$ cat config.mk
export PLATFORM = sky130hd
export DESIGN_NAME = key_slot_guard
export DESIGN_NICKNAME = d
export VERILOG_FILES = /design/src/rtl/key_slot_guard_pkg.sv /design/src/rtl/ksg_slot_lock.sv /design/src/rtl/ksg_cfg_regs.sv /design/src/rtl/ksg_access_gate.sv /design/src/rtl/key_slot_guard.sv
export SDC_FILE = /design/constraint.sdc
export NUM_CORES = 1
export LEC_CHECK = 0
export ABC_AREA = 1
export BUFFER_PORTS_ARGS = -buffer_cell sky130_fd_sc_hd__buf_2
export CAP_MARGIN = 5
export CORE_MARGIN = 1
export CORE_UTILIZATION = 38
export CTS_CLUSTER_DIAMETER = 200
export DETAILED_ROUTE_END_ITERATION = 10
export GPL_ROUTABILITY_DRIVEN = 0
export PLACE_DENSITY = 0.86
export SKIP_CTS_REPAIR_TIMING = 1
export SLEW_MARGIN = 20
export SYNTH_ARGS = -nofsm -noshare
export SYNTH_HDL_FRONTEND = slang
export SYNTH_SLANG_ARGS = --single-unit
$ cat constraint.sdc
create_clock -name clk_i -period 3.1 [get_ports clk_i]
set_input_delay 0.62 -clock clk_i [delete_from_list [all_inputs] [get_ports clk_i]]
set_output_delay 0.62 -clock clk_i [all_outputs]
set_load 0.1 [all_outputs]
$ cat src/rtl/key_slot_guard_pkg.sv
package key_slot_guard_pkg;
  localparam int unsigned DATA_W    = 32;
  localparam int unsigned ADDR_W    = 4;
  localparam int unsigned IDX_W     = 2;
  localparam int unsigned GEN_SLOTS = 1 << IDX_W;
  localparam int unsigned NUM_SLOTS = GEN_SLOTS + 1;  // + dedicated slot
  localparam int unsigned SLOT_W    = $clog2(NUM_SLOTS);
  localparam int unsigned ADR_SEC   = 0;
  localparam int unsigned ADR_CFG   = 1;
  localparam int unsigned ADR_EXT   = 2;
  localparam int unsigned ADR_SLOT0 = 4;
  localparam int unsigned BIT_RD    = 0;
  localparam int unsigned BIT_UP    = 1;
endpackage

$ cat src/rtl/ksg_slot_lock.sv
module ksg_slot_lock (
  input  logic clk_i,
  input  logic rst_ni,
  input  logic wr_i,
  input  logic rd_bit_i,
  input  logic up_bit_i,
  output logic rd_en_o,
  output logic up_en_o
);
  // enables can only fall; reset is the sole way back up
  always_ff @(posedge clk_i or negedge rst_ni) begin
    if (!rst_ni) begin
      rd_en_o <= 1'b1;
      up_en_o <= 1'b1;
    end else if (wr_i) begin
      rd_en_o <= rd_en_o & rd_bit_i;
      up_en_o <= up_en_o & up_bit_i;
    end
  end
endmodule

$ cat src/rtl/ksg_cfg_regs.sv
module ksg_cfg_regs #(
  parameter int unsigned IDX_W = 2
) (
  input  logic             clk_i,
  input  logic             rst_ni,
  input  logic             wr_sec_i,
  input  logic             wr_cfg_i,
  input  logic             wr_ext_i,
  input  logic [IDX_W-1:0] wdata_i,
  output logic             eng_dis_o,
  output logic [IDX_W-1:0] key_idx_o,
  output logic             sched_dis_o
);
  always_ff @(posedge clk_i or negedge rst_ni) begin
    if (!rst_ni) begin
      eng_dis_o   <= 1'b0;
      key_idx_o   <= '0;
      sched_dis_o <= 1'b0;
    end else begin
      if (wr_sec_i) eng_dis_o   <= eng_dis_o | wdata_i[0];
      if (wr_cfg_i) key_idx_o   <= wdata_i;
      if (wr_ext_i) sched_dis_o <= wdata_i[0];
    end
  end
endmodule

$ cat src/rtl/ksg_access_gate.sv
module ksg_access_gate #(
  parameter int unsigned NUM_SLOTS = 5,
  parameter int unsigned SLOT_W    = 3,
  parameter int unsigned DATA_W    = 32
) (
  input  logic [NUM_SLOTS-1:0] rd_en_i,
  input  logic [NUM_SLOTS-1:0] up_en_i,
  input  logic [SLOT_W-1:0]    rd_slot_i,
  input  logic [DATA_W-1:0]    rd_data_i,
  output logic [DATA_W-1:0]    rd_data_o,
  input  logic                 wr_req_i,
  input  logic [SLOT_W-1:0]    wr_slot_i,
  output logic                 wr_req_o
);
  localparam int unsigned PAD = 1 << SLOT_W;
  // unpopulated slot numbers see a zero enable
  logic [PAD-1:0] rd_pad, up_pad;
  assign rd_pad = PAD'(rd_en_i);
  assign up_pad = PAD'(up_en_i);

  assign rd_data_o = rd_pad[rd_slot_i] ? rd_data_i : '0;
  assign wr_req_o  = wr_req_i & up_pad[wr_slot_i];
endmodule

$ cat src/rtl/key_slot_guard.sv
module key_slot_guard
  import key_slot_guard_pkg::*;
(
  input  logic              clk_i,
  input  logic              rst_ni,
  input  logic              reg_req_i,
  input  logic              reg_we_i,
  input  logic [ADDR_W-1:0] reg_addr_i,
  input  logic [DATA_W-1:0] reg_wdata_i,
  output logic [DATA_W-1:0] reg_rdata_o,
  input  logic [SLOT_W-1:0] key_rd_slot_i,
  input  logic [DATA_W-1:0] key_rd_data_i,
  output logic [DATA_W-1:0] key_rd_data_o,
  input  logic              key_wr_req_i,
  input  logic [SLOT_W-1:0] key_wr_slot_i,
  output logic              key_wr_req_o,
  output logic              engine_dis_o,
  output logic [IDX_W-1:0]  key_idx_o,
  output logic              key_sched_dis_o
);
  logic                 wr_stb;
  logic [NUM_SLOTS-1:0] slot_rd_en, slot_up_en;
  logic [DATA_W-1:0]    rd_mux;
  logic                 unused_wdata;

  assign wr_stb       = reg_req_i & reg_we_i;
  assign unused_wdata = ^reg_wdata_i[DATA_W-1:IDX_W];

  ksg_cfg_regs #(.IDX_W(IDX_W)) u_cfg (
    .clk_i       (clk_i),
    .rst_ni      (rst_ni),
    .wr_sec_i    (wr_stb && reg_addr_i == ADDR_W'(ADR_SEC)),
    .wr_cfg_i    (wr_stb && reg_addr_i == ADDR_W'(ADR_CFG)),
    .wr_ext_i    (wr_stb && reg_addr_i == ADDR_W'(ADR_EXT)),
    .wdata_i     (reg_wdata_i[IDX_W-1:0]),
    .eng_dis_o   (engine_dis_o),
    .key_idx_o   (key_idx_o),
    .sched_dis_o (key_sched_dis_o)
  );

  for (genvar i = 0; i < NUM_SLOTS; i++) begin : g_slot
    ksg_slot_lock u_lock (
      .clk_i    (clk_i),
      .rst_ni   (rst_ni),
      .wr_i     (wr_stb && reg_addr_i == ADDR_W'(ADR_SLOT0 + i)),
      .rd_bit_i (reg_wdata_i[BIT_RD]),
      .up_bit_i (reg_wdata_i[BIT_UP]),
      .rd_en_o  (slot_rd_en[i]),
      .up_en_o  (slot_up_en[i])
    );
  end

  ksg_access_gate #(
    .NUM_SLOTS (NUM_SLOTS),
    .SLOT_W    (SLOT_W),
    .DATA_W    (DATA_W)
  ) u_gate (
    .rd_en_i   (slot_rd_en),
    .up_en_i   (slot_up_en),
    .rd_slot_i (key_rd_slot_i),
    .rd_data_i (key_rd_data_i),
    .rd_data_o (key_rd_data_o),
    .wr_req_i  (key_wr_req_i),
    .wr_slot_i (key_wr_slot_i),
    .wr_req_o  (key_wr_req_o)
  );

  always_comb begin
    rd_mux = '0;
    if (reg_addr_i == ADDR_W'(ADR_SEC)) rd_mux[0] = engine_dis_o;
    if (reg_addr_i == ADDR_W'(ADR_CFG)) rd_mux[IDX_W-1:0] = key_idx_o;
    if (reg_addr_i == ADDR_W'(ADR_EXT)) rd_mux[0] = key_sched_dis_o;
    for (int i = 0; i < NUM_SLOTS; i++) begin
      if (reg_addr_i == ADDR_W'(ADR_SLOT0 + i)) begin
        rd_mux[BIT_RD] = slot_rd_en[i];
        rd_mux[BIT_UP] = slot_up_en[i];
      end
    end
  end

  always_ff @(posedge clk_i or negedge rst_ni) begin
    if (!rst_ni) reg_rdata_o <= '0;
    else         reg_rdata_o <= (reg_req_i && !reg_we_i) ? rd_mux : '0;
  end
endmodule

==> impl_metrics.yaml, run 1 <==
floorplanning:
  rows: 21
  num_io_pins: 148
  start_util_pct: 40.75
  dieArea_um2: 3938
  core_um2: 3442
  die_h_um: 62.76
  die_w_um: 62.76
logic_synthesis:
  seq_area_frac_synth_pct: 29.44
  synth_compound_area_share_pct: 9.991
  post-synth-top-count-cell: "inv_1"
  syn_inst: 215
  synth_top_area_share_pct: 18.73
  avgSynthCellArea_um2: 6.524
  synthArstFlopShare_pct: 100.0
  synthTopCellsByCount: "inv_1, nor2_1, buf_4, nand2_1, nand3_1"
  synthAdderAreaFrac_pct: 0
  synth.distinct_cells: 20
  muxShareOfSynthArea_pct: 2.409
  synth_top_area_cell: "dfstp_2"
  synth_top_family_by_area: "buffers and inverters"
  synthXorXnorAreaFrac_pct: 0
  yosys_warnings: 0
  synthTopCellsByArea: "dfstp_2, buf_4, inv_1"
  synth_edf_count: 0
  synth-main-ff-cell: "dfstp_2"
  ys_seq_elements: 16
  syn_area_um2: 1403
  synth_simple_gate_area_share_pct: 24.98
grt:
  grt_pass1_vias: 1319
  antenna_found_initial: 0
  overflow: 0
  grt_pass1_wl_um: 5223
  grt_max_degree: 33
  grt_usage_pct: 15.91
critical_path:
  r2r_end: "reg_rdata_o[1]"
  crit_arrival_ns: 2.11
  path_class: "primary input to output pin"
  cp-start-kind: "primary input"
  worstPathMaxFanout: 32
  ff2ff_path_depth: 6
  required_ns: 2.48
  end_kind: "output pin"
  rrSetupSlack_ns: 2.09
  r2r_start: "g_slot[0].u_lock.up_en_o"
layout:
  finish.utilization_pct: 52.31
  area_delta_synth_final_pct: 28.37
  stdcell_area_um2: 1800
  nets: 382
  layout-drive-gt1-share_pct: 35.76
  n_antenna_cell: 0
drt:
  wl_per_cell_um: 9.193
  ant_nets: 0
  wl_um: 3199
  route.met3.wl_um: 242
  vias: 1442
  drcViolationCount: 0
  first_iter_violations: 17
  viasPerCell: 4.144
  top_layer: "met4"
  wl_met2_um: 1682
  drt-met1-wl_um: 1246
  dr.pass1.iters: 4
clocking:
  clk_path_buf_depth: 2
  clock_latency_ns: 0.25
  cts_buffers: 3
  clk_root_buffer_cell: "clkbuf_8"
  cts_max_level: 1
  clk_pin_slew_ns: 0.06
  clock_sink_count: 16
  cts_tree: "yes"
flow_run:
  maxCapViolations: 0
power_and_ir_drop:
  power_mw: 1.106
  powerDensity_nw_per_um2: 614.0
  power_leakage_nw: 1.207
  vdd_drop_max_v: 0.0004558
status:
  outcome: "finished clean"
sta:
  min_period_over_period_pct: 88.06
  slew_headroom_pct: 42.59
  final_max_slew_viol_count: 0
  max_freq_mhz: 366.3
  finClkSkew_ns: 0.001753
  worst_pin_slew_ns: 0.8432
  post-route-min-period_ns: 2.730
  fin_setup_tns_ns: 0
  hold_violations: 0
  rsz0062_at_grt: "no"
  setup_viol: 0
hold_path:
  hold_path.class: "primary input to asynchronous set/reset pin"
place:
  place_area_um2: 1745
  dp_hpwl_um: 2639
  port_buffers: 87
registers in the layout, summed over array words and instances (netlist names):
signal                 count
g_slot.u_lock.rd_en_o      5
g_slot.u_lock.up_en_o      5
reg_rdata_o                2
u_cfg.eng_dis_o            1
u_cfg.key_idx_o            2
u_cfg.sched_dis_o          1
kinds of logic after synthesis:
| kind of cell | count (synthesis) |
|---|---|
| AO/OA/AOI/OAI | 25 |
| flip-flops | 16 |
| AND/OR/NAND/NOR | 84 |
| other | 1 |
| multiplexers | 2 |
| buffers and inverters | 87 |
routing by layer:
layer / track usage, % / vias up
li1: - / 744
met1: 16.06 / 623
met2: 32.07 / 70
met3: 2.920 / 5
met4: 4.942 / 0
met5: 0 / -
critical path, cell delays in order:
cell,delay (ns)
buf_2,0.12
nand2_1,0.06
o21ai_0,0.07
nand2_1,0.06
nand2_1,0.08
mux2i_4,0.68
nor2_1,0.09
buf_2,0.33
stage by stage:
stage / hold slack (ns) / cells / setup slack [ns]
after floorplan: 0.3244 / 244 / 0.008124
after global placement: 0.4614 / 344 / 0.3936
after detailed placement: 0.4641 / 344 / 0.3692
after CTS: 0.2786 / 348 / 0.3595
after global routing: 0.2967 / 348 / 0.1344
final: 0.2663 / 348 / 0.3702
final cells by class:
type	count	area [um^2]
fillers	354	1642
multi-input cells	141	636.9
repair buffers	87	435.4
flip-flops and latches	16	412.9
inverters	54	202.7
well taps	46	57.56
clock buffers	4	55.05
worst max-delay path by stage:
stage	from	to	slack (ns)	depth (start not counted)
2_1_floorplan	key_rd_slot_i[0]	key_rd_data_o[10]	0.008	4
3_3_place_gp	key_rd_slot_i[0]	key_rd_data_o[26]	0.39	8
3_5_place_dp	key_rd_slot_i[0]	key_rd_data_o[28]	0.37	8
4_1_cts	key_rd_slot_i[0]	key_rd_data_o[28]	0.36	8
5_1_grt	key_rd_slot_i[0]	key_rd_data_o[26]	0.13	8
6_report	key_rd_slot_i[0]	key_rd_data_o[24]	0.37	8
layout by cell type, fill, tap and decap left out, types with 6 or more instances in the layout:
| master | count |
|---|---|
| buf_2 | 87 |
| inv_1 | 54 |
| nor2_1 | 43 |
| conb_1 | 30 |
| nand2_1 | 21 |
| nand3_1 | 12 |
| a21oi_1 | 10 |
| dfstp_2 | 10 |
| o21ai_0 | 9 |
| dfrtp_1 | 6 |
where the power goes:
group | switching, mW | internal (mW)
registers | 0.0152 | 0.250
clock network | 0.0736 | 0.113
logic | 0.568 | 0.0858
Note: power is estimated with default switching activity, not from simulation.
==> run 2, diff against run 1 <==
PLACE_DENSITY = 0.95   (was 0.86)
==> run 2 against run 1 <==
  * Largest power group unchanged
  * Via count is 0.76% higher
  * Combinational power about the same
  * Die area is the same
  * Worst hold slack got worse by 0.00052 ns
  * Critical path depth stayed put
  * Register-to-register slack barely moved
  * First-iteration DRC count is 76% higher
  * Non-clock buffer count stayed put
  * Final cell count unchanged
  * Sequential cell count unchanged
==> impl_metrics.yaml, run 2 (synthesis results as in run 1) <==
sta:
  hold_violations: 0
  final_max_slew_viol_count: 0
  worst_pin_slew_ns: 0.8424
  setup_viol: 0
  slew_headroom_pct: 42.64
  post-route-min-period_ns: 2.732
  finClkSkew_ns: 0.0005703
  min_period_over_period_pct: 88.13
  fin_setup_tns_ns: 0
  rsz0062_at_grt: "no"
  max_freq_mhz: 366.0
  hold_slack_ns: 0.2657
grt:
  grt_pass1_vias: 1320
  antenna_found_initial: 0
  overflow: 0
  grt_pass1_wl_um: 5416
  grt_max_degree: 33
  grt_usage_pct: 16.82
layout:
  final_common_cell: "buf_2"
  layout-drive-gt1-share_pct: 35.76
  stdcell_area_um2: 1800
  nets: 382
  reg.largest.list: "g_slot.u_lock.rd_en_o (5), g_slot.u_lock.up_en_o (5)"
  layoutNonFillerInstCount: 348
  n_antenna_cell: 0
  area_delta_synth_final_pct: 28.37
  layout_common_cells: "buf_2, inv_1, nor2_1"
place:
  place_area_um2: 1745
  dpl.cell_count: 344
  port_buffers: 87
  dp_hpwl_um: 2646
drt:
  drcViolationCount: 0
  vias: 1453
  wl_per_cell_um: 9.080
  dr.pass1.iters: 4
  viasPerCell: 4.175
  wl_um: 3160
  first_iter_violations: 30
  ant_nets: 0
critical_path:
  crit_chain: "buf_2 -> nand2_1 -> o21ai_0 -> nand2_1 -> nand2_1 -> mux2i_4 -> nor2_1 -> buf_2"
  cpMostUsedCell: "nand2_1"
  crit_arrival_ns: 2.11
  required_ns: 2.48
  cp-start-kind: "primary input"
  worst_path_largest_cell_delay_ns: 0.68
  end_kind: "output pin"
  cp_slowest_cell: "mux2i_4"
  worstPathMaxFanout: 32
  path_class: "primary input to output pin"
power_and_ir_drop:
  power_leakage_nw: 1.207
  vdd_drop_max_v: 0.0004613
  combPwrFrac_pct: 59.2
  switchingPower_uw: 656.4
  p_seq_share_pct: 24.1
  swShare_pct: 59.37
  power_mw: 1.105
  p_int_uw: 449.1
  powerDensity_nw_per_um2: 614.0
  power_frac_clock_pct: 16.7
floorplanning:
  start_util_pct: 40.75
  die_w_um: 62.76
  dieArea_um2: 3938
  core_um2: 3442
  rows: 21
  num_io_pins: 148
  die_h_um: 62.76
status:
  outcome: "finished clean"
clocking:
  clock_latency_ns: 0.25
  clk_root_buffer_cell: "clkbuf_8"
  cts_buffers: 3
  clock_sink_count: 16
  clk_pin_slew_ns: 0.06
  cts_tree: "yes"
  cts_max_level: 1
  clk_path_buf_depth: 2
flow_run:
  maxCapViolations: 0
hold_path:
  hold_path.class: "primary input to asynchronous set/reset pin"
## run 2: cell counts in the layout (fill, tap and decap cells not counted)
No cell type changed its count.
## run 2: critical path, delay by kind of cell
| kind | cells | cell delay (ns) |
|---|---|---|
| buffers and inverters | 2 | 0.45 |
| and+or+nand+nor | 4 | 0.29 |
| muxes | 1 | 0.68 |
| AOI/OAI and AO/OA | 1 | 0.07 |
## run 2: cell type report
type                            instances  area (um^2)
Sequential cell                        16        412.9
Multi-Input combinational cell        141        636.9
Fill cell                             351         1642
Timing Repair Buffer                   87        435.4
Inverter                               54        202.7
Tap cell                               46        57.56
Clock buffer                            4        55.05
## run 2: per-layer routing
| layer | GRT usage (%) | share of wire [%] | vias to the layer above |
|---|---|---|---|
| li1 | - | - | 750 |
| met1 | 18.74 | 40 | 614 |
| met2 | 31.11 | 49 | 82 |
| met3 | 2.920 | 8.6 | 7 |
| met4 | 6.977 | 1.8 | 0 |
| met5 | 0 | 0 | - |
## run 2: path summary, 6_finish.rpt
path	start	cells past startpoint	to	slack, ns
hold / removal	rst_ni	1	u_cfg.key_idx_o[1]	0.27
setup / recovery	key_rd_slot_i[0]	8	key_rd_data_o[17]	0.37
hold reg to reg	g_slot[2].u_lock.up_en_o	2	g_slot[2].u_lock.up_en_o	0.47
max in group asynchronous	rst_ni	1	g_slot[4].u_lock.rd_en_o	2.53
setup reg to reg	g_slot[0].u_lock.up_en_o	6	reg_rdata_o[1]	2.09
min in group clk_i	g_slot[2].u_lock.up_en_o	2	g_slot[2].u_lock.up_en_o	0.47
## run 2: stage by stage
step / utilization [%] / setup WS [ns]
5_1_grt: 52.31 / 0.1521
2_1_floorplan: - / 0.008124
4_1_cts: 52.31 / 0.3541
6_report: 52.31 / 0.3680
3_5_place_dp: 50.71 / 0.3585
3_3_place_gp: 50.71 / 0.3997
## run 2: power groups by stage
stage / logic [mW] / clock network, mW / registers, mW
CTS: 0.655 / 0.186 / 0.267
floorplan: 0.540 / 0 / 0.351
global placement: 0.647 / 0 / 0.268
detailed placement: 0.654 / 0 / 0.270
finish: 0.654 / 0.185 / 0.266
global route: 0.683 / 0.196 / 0.271
==> run 3, diff against run 2 <==
SETUP_SLACK_MARGIN = 0.4   (was not set)
==> run 3 against run 2 <==
  * Sequential cell count unchanged
  * Critical path depth unchanged
  * Global-route usage shrank 0.84 points
  * Clock power fell by 15%
  * Sequential power barely moved
  * Routed wire length rose by 9.0%
==> impl_metrics.yaml, run 3 (synthesis results as in run 1) <==
status:
  outcome: "finished clean"
grt:
  antenna_found_initial: 0
  overflow: 0
  grt_usage_pct: 15.98
  grt_pass1_wl_um: 5154
  grt_pass1_vias: 1192
  grt_max_degree: 33
critical_path:
  ff2ff_path_depth: 6
  cp-start-kind: "primary input"
  required_ns: 2.48
  end_kind: "output pin"
  crit_arrival_ns: 1.99
  r2r_start: "g_slot[0].u_lock.up_en_o"
  critPathLaunch: "key_rd_slot_i[0]"
  path_class: "primary input to output pin"
  worstPathMaxFanout: 16
power_and_ir_drop:
  vdd_drop_max_v: 0.0005209
  powerDensity_nw_per_um2: 578.9
  power_mw: 1.105
  power_leakage_nw: 1.202
place:
  dp_hpwl_um: 2540
  port_buffers: 87
  place_area_um2: 1755
  pre_cts_ws_ns: 0.3095
  dpl.cell_count: 344
layout:
  fillers: 307
  stdcell_area_um2: 1908
  n_antenna_cell: 0
  area_delta_synth_final_pct: 36.04
  reg.largest.list: "g_slot.u_lock.rd_en_o (5), g_slot.u_lock.up_en_o (5)"
  layout-drive-gt1-share_pct: 37.29
  layout_common_cells: "buf_2, inv_1, nor2_1"
  nets: 383
  layoutNonFillerInstCount: 349
  final_common_cell: "buf_2"
drt:
  ant_nets: 0
  first_iter_violations: 50
  viasPerCell: 4.215
  wl_met2_um: 1721
  dr.pass1.iters: 4
  drt-met1-wl_um: 1384
  vias: 1471
  top_layer: "met4"
  wl_per_cell_um: 9.871
  route.met3.wl_um: 280
  drcViolationCount: 0
  wl_um: 3445
clocking:
  cts_max_level: 1
  clock_sink_count: 16
  clock_latency_ns: 0.25
  clk_root_buffer_cell: "clkbuf_8"
  clk_pin_slew_ns: 0.06
  clk_path_buf_depth: 2
  cts_buffers: 3
  cts_tree: "yes"
floorplanning:
  start_util_pct: 40.75
  dieArea_um2: 3938
  core_um2: 3442
  rows: 21
  die_w_um: 62.76
  num_io_pins: 148
  die_h_um: 62.76
sta:
  rsz0062_at_grt: "yes"
  min_period_over_period_pct: 84.33
  final_max_slew_viol_count: 0
  setup_slack_ns: 0.4858
  fin_setup_tns_ns: 0
  max_freq_mhz: 382.5
  post-route-min-period_ns: 2.614
  hold_violations: 0
  setup_viol: 0
  finClkSkew_ns: 0.004262
  worst_pin_slew_ns: 0.5949
  slew_headroom_pct: 59.50
flow_run:
  maxCapViolations: 0
hold_path:
  hold_path.class: "primary input to asynchronous set/reset pin"
run 3: layer usage:
metal  vias to the layer above  track usage, %
li1                        754               -
met1                       628           18.64
met2                        82           28.80
met3                         7           3.102
met4                         0           5.523
met5                         -               0
run 3: through the flow:
| stage | utilization (%) | hold slack [ns] |
|---|---|---|
| global placement | 51.00 | 0.4557 |
| CTS | 52.31 | 0.2778 |
| detailed placement | 51.00 | 0.4574 |
| global route | 55.43 | 0.2954 |
| floorplan | - | 0.3244 |
| finish | 55.43 | 0.2663 |
run 3: final cells by class:
type                            count  area, um^2  area share [%]
Timing Repair Buffer               87       515.5           27.02
Inverter                           54       202.7           10.62
Sequential cell                    16       412.9           21.64
Clock buffer                        4       45.04           2.361
Tap cell                           46       57.56           3.016
Multi-Input combinational cell    142       674.4           35.34
run 3: critical path: stages:
cell and delay (ns):
buf_2 0.13, nand2_1 0.06, o21ai_0 0.07, nand2_1 0.06, nand2_1 0.12, mux2i_4 0.52, nor2_1 0.11, clkbuf_4 0.31
run 3: power by group:
part,switching (mW),internal (mW),leakage (nW)
logic,0.578,0.103,0.997
registers,0.0160,0.251,0.182
clock network,0.0662,0.0911,0.0228
total,0.660,0.445,1.20
run 3: path summary, 6_finish.rpt:
path	slack, ns	to
worst max-delay path	0.49	key_rd_data_o[5]
worst min-delay path	0.27	u_cfg.key_idx_o[0]
worst max register to register	2.07	reg_rdata_o[1]
worst min register to register	0.47	g_slot[3].u_lock.up_en_o
max in group asynchronous	2.53	g_slot[3].u_lock.rd_en_o
min in group clk_i	0.47	g_slot[3].u_lock.up_en_o
